--- src/rtl/dbgc_pkg.sv ---
// Package: shared constants of the debug development control register file.
// Assumes: the control word sits at a fixed address inside the register range.
package dbgc_pkg;
    localparam int DBGC_DATA_W    = 32;
    localparam int DBGC_ADDR_W    = 8;
    localparam int DBGC_NUM_REGS  = 28;
    localparam int DBGC_CTRL_ADDR = 4;
    localparam int DBGC_STALL_BIT = 0;
    localparam int DBGC_HOLD_BIT  = 1;
endpackage

--- src/rtl/dbgc_decode.sv ---
// Module: address decoder.
// What it does: checks the range, picks the control slot and makes one-hot
// write selects for the plain storage words.
// Assumes: ADDR_W is at least as wide as the index of the last register.
module dbgc_decode #(
    parameter int ADDR_W    = dbgc_pkg::DBGC_ADDR_W,
    parameter int NUM_REGS  = dbgc_pkg::DBGC_NUM_REGS,
    parameter int CTRL_ADDR = dbgc_pkg::DBGC_CTRL_ADDR,
    localparam int IDX_W    = $clog2(NUM_REGS)
) (
    input  logic [ADDR_W-1:0]   addr,
    input  logic                wr,
    output logic                in_range,
    output logic                hits_ctrl,
    output logic [IDX_W-1:0]    idx,
    output logic [NUM_REGS-1:0] wr_sel
);
    // Range check and index extraction
    always_comb begin
        in_range  = (addr < ADDR_W'(NUM_REGS));
        idx       = addr[IDX_W-1:0];
        hits_ctrl = in_range && (idx == IDX_W'(CTRL_ADDR));
    end

    // One-hot write enables for storage words; the control slot is never selected
    always_comb begin
        wr_sel = '0;
        for (int i = 0; i < NUM_REGS; i++) begin
            if (wr && in_range && !hits_ctrl && (idx == IDX_W'(i)))
                wr_sel[i] = 1'b1;
        end
    end
endmodule

--- src/rtl/dbgc_word_store.sv ---
// Module: plain storage words.
// What it does: keeps one word per address, written on its select and cleared
// on reset; the control slot is a constant zero (the control word lives elsewhere).
// Assumes: at most one select is active per cycle.
module dbgc_word_store #(
    parameter int DATA_W    = dbgc_pkg::DBGC_DATA_W,
    parameter int NUM_REGS  = dbgc_pkg::DBGC_NUM_REGS,
    parameter int CTRL_ADDR = dbgc_pkg::DBGC_CTRL_ADDR,
    localparam int IDX_W    = $clog2(NUM_REGS)
) (
    input  logic                clk,
    input  logic                rst_n,
    input  logic [NUM_REGS-1:0] wr_sel,
    input  logic [DATA_W-1:0]   wdata,
    input  logic [IDX_W-1:0]    rd_idx,
    output logic [DATA_W-1:0]   rd_word
);
    logic [DATA_W-1:0] words [NUM_REGS];

    for (genvar g = 0; g < NUM_REGS; g++) begin : g_word
        if (g == CTRL_ADDR) begin : g_hole
            assign words[g] = '0;
        end else begin : g_reg
            // Store the host word when this slot is selected
            always_ff @(posedge clk) begin
                if (!rst_n)
                    words[g] <= '0;
                else if (wr_sel[g])
                    words[g] <= wdata;
            end

            // a word not selected keeps its value
            assert_hold_unselected_R2: assert property (@(posedge clk) disable iff (!rst_n)
                !wr_sel[g] |=> $stable(words[g]));
        end
    end

    // Read multiplexer over the stored words
    always_comb begin
        rd_word = '0;
        for (int i = 0; i < NUM_REGS; i++) begin
            if (rd_idx == IDX_W'(i))
                rd_word = words[i];
        end
    end
endmodule

--- src/rtl/dbgc_proc_ctrl.sv ---
// Module: processor control word.
// What it does: holds the control word, drives stall and in-reset from it,
// lets the exception path move the stall bit and detects the release of the
// hold bit to issue a one-cycle system reset request.
// Assumes: host write beats exception set, which beats exception clear.
module dbgc_proc_ctrl #(
    parameter int DATA_W    = dbgc_pkg::DBGC_DATA_W,
    parameter int STALL_BIT = dbgc_pkg::DBGC_STALL_BIT,
    parameter int HOLD_BIT  = dbgc_pkg::DBGC_HOLD_BIT
) (
    input  logic              clk,
    input  logic              rst_n,
    input  logic              wr_ctrl,
    input  logic [DATA_W-1:0] wdata,
    input  logic              exc_set,
    input  logic              exc_clr,
    output logic [DATA_W-1:0] ctrl_word,
    output logic              stall,
    output logic              in_reset,
    output logic              reset_pulse
);
    logic [DATA_W-1:0] ctrl_q;
    logic              pulse_q;

    // Update the control word from the host or the exception path
    always_ff @(posedge clk) begin
        if (!rst_n) begin
            ctrl_q <= '0;
        end else if (wr_ctrl) begin
            ctrl_q <= wdata;
        end else if (exc_set) begin
            ctrl_q[STALL_BIT] <= 1'b1;
        end else if (exc_clr) begin
            ctrl_q[STALL_BIT] <= 1'b0;
        end
    end

    // Flag a release of the hold bit for one cycle
    always_ff @(posedge clk) begin
        if (!rst_n)
            pulse_q <= 1'b0;
        else
            pulse_q <= wr_ctrl && ctrl_q[HOLD_BIT] && !wdata[HOLD_BIT];
    end

    assign ctrl_word   = ctrl_q;
    assign stall       = ctrl_q[STALL_BIT];
    assign in_reset    = ctrl_q[HOLD_BIT];
    assign reset_pulse = pulse_q;

    // stall follows bit 0 of a control write
    assert_stall_follows_write_R4: assert property (@(posedge clk) disable iff (!rst_n)
        wr_ctrl |=> (stall == $past(wdata[STALL_BIT])));

    // a pulse only after a write that released the hold bit
    assert_pulse_cause_R6: assert property (@(posedge clk) disable iff (!rst_n)
        reset_pulse |-> ($past(wr_ctrl) && $past(in_reset) && !in_reset));

    // the pulse is one cycle wide
    assert_pulse_single_R6: assert property (@(posedge clk) disable iff (!rst_n)
        reset_pulse |=> !reset_pulse);

    // an exception set without a host write stalls the core
    assert_exc_set_R7: assert property (@(posedge clk) disable iff (!rst_n)
        (exc_set && !wr_ctrl) |=> stall);

    // an exception request leaves the hold bit alone
    assert_exc_keeps_hold_R7: assert property (@(posedge clk) disable iff (!rst_n)
        !wr_ctrl |=> $stable(in_reset));
endmodule

--- src/rtl/dbg_devctl_regfile.sv ---
// Module: debug development control register file (top).
// What it does: decodes host accesses, stores plain words, holds the processor
// control word and returns registered read data and an invalid-address flag.
// Assumes: one access per cycle; a read and write together read the old value.
module dbg_devctl_regfile #(
    parameter int DATA_W    = dbgc_pkg::DBGC_DATA_W,
    parameter int ADDR_W    = dbgc_pkg::DBGC_ADDR_W,
    parameter int NUM_REGS  = dbgc_pkg::DBGC_NUM_REGS,
    parameter int CTRL_ADDR = dbgc_pkg::DBGC_CTRL_ADDR
) (
    input  logic              clk,
    input  logic              rst_n,
    input  logic [ADDR_W-1:0] dbg_addr,
    input  logic [DATA_W-1:0] dbg_wdata,
    input  logic              dbg_wr,
    input  logic              dbg_rd,
    input  logic              exc_stall_set,
    input  logic              exc_stall_clr,
    output logic [DATA_W-1:0] dbg_rdata,
    output logic              dbg_err,
    output logic              cpu_stall_o,
    output logic              cpu_in_reset_o,
    output logic              sys_reset_pulse_o
);
    localparam int IDX_W = $clog2(NUM_REGS);

    logic                in_range;
    logic                hits_ctrl;
    logic [IDX_W-1:0]    idx;
    logic [NUM_REGS-1:0] wr_sel;
    logic [DATA_W-1:0]   store_word;
    logic [DATA_W-1:0]   ctrl_word;
    logic [DATA_W-1:0]   rdata_q;
    logic                err_q;

    dbgc_decode #(.ADDR_W(ADDR_W), .NUM_REGS(NUM_REGS), .CTRL_ADDR(CTRL_ADDR)) u_decode (
        .addr     (dbg_addr),
        .wr       (dbg_wr),
        .in_range (in_range),
        .hits_ctrl(hits_ctrl),
        .idx      (idx),
        .wr_sel   (wr_sel)
    );

    dbgc_word_store #(.DATA_W(DATA_W), .NUM_REGS(NUM_REGS), .CTRL_ADDR(CTRL_ADDR)) u_store (
        .clk    (clk),
        .rst_n  (rst_n),
        .wr_sel (wr_sel),
        .wdata  (dbg_wdata),
        .rd_idx (idx),
        .rd_word(store_word)
    );

    dbgc_proc_ctrl #(.DATA_W(DATA_W)) u_ctrl (
        .clk        (clk),
        .rst_n      (rst_n),
        .wr_ctrl    (dbg_wr && hits_ctrl),
        .wdata      (dbg_wdata),
        .exc_set    (exc_stall_set),
        .exc_clr    (exc_stall_clr),
        .ctrl_word  (ctrl_word),
        .stall      (cpu_stall_o),
        .in_reset   (cpu_in_reset_o),
        .reset_pulse(sys_reset_pulse_o)
    );

    // Capture read data on a read strobe; out-of-range reads give zero
    always_ff @(posedge clk) begin
        if (!rst_n)
            rdata_q <= '0;
        else if (dbg_rd)
            rdata_q <= !in_range ? '0 : (hits_ctrl ? ctrl_word : store_word);
    end

    // Flag any access that falls outside the register range
    always_ff @(posedge clk) begin
        if (!rst_n)
            err_q <= 1'b0;
        else
            err_q <= (dbg_wr || dbg_rd) && !in_range;
    end

    assign dbg_rdata = rdata_q;
    assign dbg_err   = err_q;

    // the error flag only follows an out-of-range access
    assert_err_cause_R2: assert property (@(posedge clk) disable iff (!rst_n)
        dbg_err |-> ($past(dbg_wr || dbg_rd) && ($past(dbg_addr) >= ADDR_W'(NUM_REGS))));

    // read data moves only after a read strobe
    assert_rdata_hold_R3: assert property (@(posedge clk) disable iff (!rst_n)
        !dbg_rd |=> $stable(dbg_rdata));
endmodule

--- config.mk ---
export PLATFORM = sky130hd
export DESIGN_NAME = dbg_devctl_regfile
export DESIGN_NICKNAME = d
export VERILOG_FILES = /design/src/rtl/dbgc_pkg.sv /design/src/rtl/dbgc_decode.sv /design/src/rtl/dbgc_word_store.sv /design/src/rtl/dbgc_proc_ctrl.sv /design/src/rtl/dbg_devctl_regfile.sv
export SDC_FILE = /design/constraint.sdc
export NUM_CORES = 2
export LEC_CHECK = 0
export ABC_AREA = 1
export BUFFER_PORTS_ARGS = -buffer_cell sky130_fd_sc_hd__buf_4
export CORE_ASPECT_RATIO = 0.5
export CORE_UTILIZATION = 40
export CTS_CLUSTER_DIAMETER = 40
export DETAILED_ROUTE_END_ITERATION = 12
export SYNTH_ARGS = -nofsm -noshare
export SYNTH_HDL_FRONTEND = slang
export SYNTH_SLANG_ARGS = --single-unit
--- constraint.sdc ---
create_clock -name clk -period 2.55 [get_ports clk]
set_input_delay 0.255 -clock clk [delete_from_list [all_inputs] [get_ports clk]]
set_output_delay 0.255 -clock clk [all_outputs]
set_load 0.005 [all_outputs]
# Word level (Yosys, flattened, before mapping)
# Index checks and enable logic that the tools add are counted.
dict set report word_totals {
  reg_bits 930
  in_bits 46
  output_inout_bits 36
  wordCells 160
}
dict set report op_classes {
  magnitude_cmp 1
  n_eq_ne 27
  mux 60
  reduce_logical 40
}
# op count
set op_table {}
lappend op_table {{32-bit two-way mux} 30}
lappend op_table {{5-bit equality test (second input constant)} 12}
lappend op_table {{5-bit by 4-bit equality test with 1-bit output (second input constant)} 8}
lappend op_table {{1-bit logical AND} 34}
lappend op_table {{1-bit two-way mux} 30}
lappend op_table {{5-bit by 3-bit equality test with 1-bit output (second input constant)} 4}
lappend op_table {{5-bit by 2-bit equality test with 1-bit output (second input constant)} 2}
lappend op_table {{8-bit by 5-bit < comparator with 1-bit output (second input constant)} 1}
lappend op_table {{5-bit by 1-bit equality test with 1-bit output (second input constant)} 1}
lappend op_table {{5-bit zero test} 1}
lappend op_table {{1-bit zero test} 3}
lappend op_table {{3-bit nonzero test} 1}
lappend op_table {{1-bit logical OR} 1}

# Longest topological paths before layout
dict set report logic_depth {
  word_depth 31
  depth_mapped 24
  mapped_depth_nobuf 24
}

# Cells and area by module
# From an unflattened synthesis, not the netlist that was laid out.
dict set report unflattened {
  hier_cells 6006
  area_unflattened_um2 40624.0
}
# module instances cells_each area_per_inst_um2 seq_area_each_um2
set by_module_without_submodules {}
lappend by_module_without_submodules {dbgc_word_store 1 5485 36876.6 17296.6}
lappend by_module_without_submodules {dbg_devctl_regfile 1 282 2178.3 660.6}
lappend by_module_without_submodules {dbgc_proc_ctrl 1 151 1157.4 660.6}
lappend by_module_without_submodules {dbgc_decode 1 88 411.6 0.0}

# Worst setup path before layout
# No wires, ideal clock.
dict set report synth_path {
  path_type {input-to-reg}
  start {input port dbg_addr[3]}
  end {register rdata_q[9] (netlist: dbg_rdata[9])}
  setup_ps 132
  arrival_time_ps 1973
  t_required_ps 2418
  setup_slack_ps 445
  path_stages 22
  n_path_buf 2
  path_cell_list {nor2_4 > nand3_1 > buf_4 > inv_2 > buf_6 > nand2_1 > nand2_1 > nand2_1 > nand2_1 > nand4_1 > nor2_1 > nand4_1 > nor2_1 > nand4_1 > nor2_1 > nand4_1 > nor2_1 > nand4_1 > nor2_1 > nand4_1 > nand2_1 > a21oi_1}
}
dict set report synth_via {
  elab_chain_len 31
  word_cells_on_any_way 60
  cone_classes {order compare (1); eq/ne (27); mux (30); reduce/logical (2)}
}
# item line
set synth_rtl {}
lappend synth_rtl {{start, declared} dbg_devctl_regfile.sv:13} ;# input logic [ADDR_W-1:0] dbg_addr,
lappend synth_rtl {{5-bit zero test} dbgc_word_store.sv:42} ;# if (rd_idx == IDX_W'(i))
lappend synth_rtl {{32-bit two-way mux (28 in a row)} dbgc_word_store.sv:42}
lappend synth_rtl {{32-bit two-way mux} dbg_devctl_regfile.sv:72} ;# rdata_q <= !in_range ? '0 : (hits_ctrl ? ctrl_word : store_word);
lappend synth_rtl {{32-bit two-way mux *} dbg_devctl_regfile.sv:72}
lappend synth_rtl {{end signal, assigned} dbg_devctl_regfile.sv:72}
lappend synth_rtl {{end, declared} dbg_devctl_regfile.sv:33} ;# logic [DATA_W-1:0] rdata_q;
# Every way passes the cells marked *; elsewhere a longest branch is shown, timed or not.
# A chain may end at the register's enable or synchronous reset.

# Worst setup path in the final report
dict set report layout_path {
  start {register u_store.words[841] in the netlist's numbering}
  end {register rdata_q[9] (netlist: dbg_rdata[9])}
}
dict set report layout_via {
  elab_chain_len 29
}
# item line
set layout_rtl {}
lappend layout_rtl {{start, declared} dbgc_word_store.sv:18} ;# logic [DATA_W-1:0] words [NUM_REGS];
lappend layout_rtl {{start signal, assigned by index} dbgc_word_store.sv:29} ;# words[g] <= wdata;
lappend layout_rtl {{32-bit two-way mux (27 in a row)} dbgc_word_store.sv:42}
lappend layout_rtl {{32-bit two-way mux (2 in a row)} dbg_devctl_regfile.sv:72}
# No other way between the ends.

==> qor.csv <==
stage,metric,value,unit
global_routing,grt_antenna_before_repair,6,
power_and_ir_drop,seqPwrFrac,43.5,%
route,drt_pass1_iterations,8,
setup_path,crit_top_cell,nand4_1,
final_layout,n_fill_cell,9438,
floorplan,rows,80,
synthesis,synthesis.nets,5779,
route,wl_per_cell,21.5,um
timing,relSlewSlack,47.3,%
min_path,holdPathEnd,u_store.words[34],
setup_path,reg2reg_to,dbg_rdata[9],
final_layout,design_area,0.0482,mm2
floorplan,fp.dieH,223,um
setup_path,path_max_fanout,2,
synthesis,yosysMostFrequentCell,nor2_1,
synthesis,yosys-top-cells-count,"nor2_1, o21ai_0, dfxtp_1, nand2_1, a21oi_1",
power_and_ir_drop,p_clk_share,51.4,%
setup_path,timing.rr.start,u_store.words[841],
setup_path,ff2ff_path_depth,20,
synthesis,syn_inst,5733,
power_and_ir_drop,leakage,0.0196,uW
clocking,cts_sinks,930,
floorplan,initial_core_util,40.7,%
setup_path,critPathCaptureType,flop,
placement,numPortBuffers,81,
global_routing,gr-total-overflow,0,
clocking,cts_buffer_depth,3,
min_path,whs_path_depth,3,
clocking,cts_tree,built,
synthesis,synth_flop_cell,dfxtp_1,
job,drv_cap,0,
power_and_ir_drop,power.density,696,mW/mm2
global_routing,grt_pass1_wl,229000,um
synthesis,synth.area.top_cells,"dfxtp_1, nor2_1, o21ai_0, nand2_1, a21oi_1",
final_layout,diodes,0,
route,drtAntennaViolNets,0,
synthesis,ys_seq_elements,930,
power_and_ir_drop,switching_share,25.3,%
final_layout,final_nets,5879,
global_routing,groute.usage.overall,30.5,%
min_path,min_from,dbg_wdata[2],
placement,hpwl,99500,um
setup_path,crit_type,flop to flop,
route,drt-initial-drc-count,4929,
clocking,numCtsBuffers,114,
run_status,outcome,"finished, violations left",
synthesis,yosys_warnings,0,
clocking,root_buffer,clkbuf_16,
floorplan,num_io_pins,82,
synthesis,synthArstFlopShare,0,%
timing,maxSlewViolCount,0,
clocking,clk_pin_slew_worst_paths,70,ps
min_path,hold_path_class,primary input to flop,
synthesis,yosys.area.top_type_share,47.6,%
synthesis,synthesis.area,0.0391,mm2
setup_path,slowest_stage,dfxtp_2,
power_and_ir_drop,intPower,25000,uW
route,vias,39803,
setup_path,worst_ep_arrival_time,3660,ps
global_routing,grt_max_degree,100,
final_layout,finalNonFillerCells,7204,
power_and_ir_drop,switching_power,8500,uW
power_and_ir_drop,vdd_drop_max,0.554,mV
setup_path,cp_top_family,simple AND/OR/NAND/NOR gates,
synthesis,yosysSeqAreaShare,47.6,%
clocking,cts-htree-levels,3,
timing,period_minus_slack,3070,ps
setup_path,crit_chain,nand4_1 > nand3_1 > nand2_2 > nand2_2 > nand2_2 > nand4_1 > nor2_2 > nand4_1 > nor2_1 > buf_4 > nand4_1 > nor2_1 > buf_4 > nand4_1 > nor2_1 > nand4_1 > nor2_2 > nand4_1 > nand2_1 > a21oi_2,
power_and_ir_drop,combPwrFrac,5.2,%
timing,setup_slack,-525,ps
synthesis,synth_edf_count,0,
route,vias_per_cell,5.53,
floorplan,die_area,0.0991,mm2
timing,rsz0062_at_grt,yes,
floorplan,coreArea,0.0961,mm2
synthesis,avgSynthCellArea,6.82,um2
clocking,clock_latency,720,ps
placement,dp.cells,6975,
final_layout,area_growth,23.2,%
timing,setup_tns,-3620,ps
placement,pre_cts_ws,-1100,ps
run_status,violations,negative setup slack,
route,wl,155000,um
route,drc,0,
placement,routabilityCongestion,0.926,
global_routing,grt_pass1_vias,36005,
setup_path,ff2ff_setup_slack,-520,ps
synthesis,synth_cell_types,25,
synthesis,synth_area_leader_cell,dfxtp_1,
floorplan,dieWidth,444,um
timing,clock.fmax,325,MHz
setup_path,start_kind,flop,
placement,placed_area,0.0430,mm2
power_and_ir_drop,power.total,33500,uW
setup_path,worst-path-buf-inv,2,
timing,final.period_utilization,121,%
timing,final-setup-viol-count,18,
timing,fin_worst_skew,24.4,ps
setup_path,required,3140,ps
timing,tightest_slew,790,ps
setup_path,slowest_delay,330,ps
timing,hold_viol_final,0,
final_layout,drive_gt1_share,15.9,%
## layout by cell type, fill, tap and decap left out, types with 3 or more instances in the layout
cell type	count
buf_6	15
clkinv_2	10
inv_6	21
nand2_2	67
nand4_1	146
clkbuf_1	8
nor2_1	1343
dfxtp_2	24
nand3_2	44
o21ai_4	3
nand2_4	16
nor2_2	60
nand3_4	7
dfxtp_1	906
clkbuf_8	7
clkinv_1	11
o211ai_1	8
inv_1	386
inv_2	25
nor3_1	4
clkbuf_16	118
or2_2	8
dlygate4sd3_1	8
inv_8	8
clkinvlp_4	19
a21oi_1	439
a21oi_2	12
bufinv_16	12
buf_12	66
nand3b_1	5
o21ai_2	18
clkinv_4	13
o21ai_0	953
nor2_4	9
buf_4	357
nand2_1	734
nand3_1	29
o21ai_1	3
## power groups by stage
stage	clock network (uW)	registers, uW	logic, uW
after floorplan	0	14900	759
after global placement	0	14900	1570
after detailed placement	0	14900	1580
after CTS	17400	14600	1640
after global routing	18000	14600	1800
final	17200	14600	1730
## cells by family after synthesis
logic type / Yosys count / share of synthesized area (%)
AND/OR/NAND/NOR: 2473 / 25.2
AO/OA/AOI/OAI: 1440 / 18.5
flip-flops: 930 / 47.6
buffers and inverters: 890 / 8.71
## repair_timing
action                     4_1_cts  5_1_grt
cloned                           0        1
hold buffers                     8        0
pin swaps                       94      164
gates resized for setup        168      144
buffers inserted                 1        4
hold endpoints to repair        24        0
setup endpoints to repair       30       32
## sequential cells by signal (all words and copies together), names as in the netlist
register	flops
u_store.words	864
dbg_rdata	32
u_ctrl.ctrl_word	32
u_ctrl.reset_pulse	1
dbg_err	1
## through the flow
step	utilization, %	hold WS, ps
global route	50.1	36.0
detailed placement	44.8	439
floorplan	-	397
CTS	49.6	1.73
finish	50.1	42.1
global placement	44.8	432
## worst reg2reg max path, delay by kind of cell (launching register included)
family                 cells  cell delay (ps)
AO/OA/AOI/OAI              1               50
AND/OR/NAND/NOR           17             2320
flip-flops                 1              330
buffers and inverters      2              280
## layer usage
layer / routed length [um] / GRT usage [%] / share of wire, % / vias up
met5: 73 / 0 / 0.047 / -
met4: 5320 / 10.6 / 3.4 / 6
met3: 17000 / 6.61 / 11 / 278
met2: 61100 / 41.8 / 39 / 2065
met1: 71300 / 46.2 / 46 / 18894
li1: - / - / - / 18560
## area by class of cell
type	count	area, um2	share of cell area (%)
clock buffer	132	3050	6.34
inverter	425	1600	3.33
clock inverter	84	973	2.02
sequential	930	18600	38.7
timing repair buffer	449	4310	8.94
tap	1271	1590	3.30
multi-input combinational	3913	18000	37.4
## how the worst max path moves through the flow
stage | from | endpoint | slack [ps] | cells past startpoint
floorplan | dbg_addr[3] | dbg_rdata[9] | 440 | 22
global placement | dbg_addr[3] | dbg_rdata[8] | -1120 | 23
detailed placement | dbg_addr[3] | dbg_rdata[8] | -1100 | 23
CTS | u_store.words[858] | dbg_rdata[26] | -390 | 20
global route | u_store.words[841] | dbg_rdata[9] | -610 | 20
finish | u_store.words[841] | dbg_rdata[9] | -520 | 20
No activity file was read; power rests on OpenSTA's default activity.
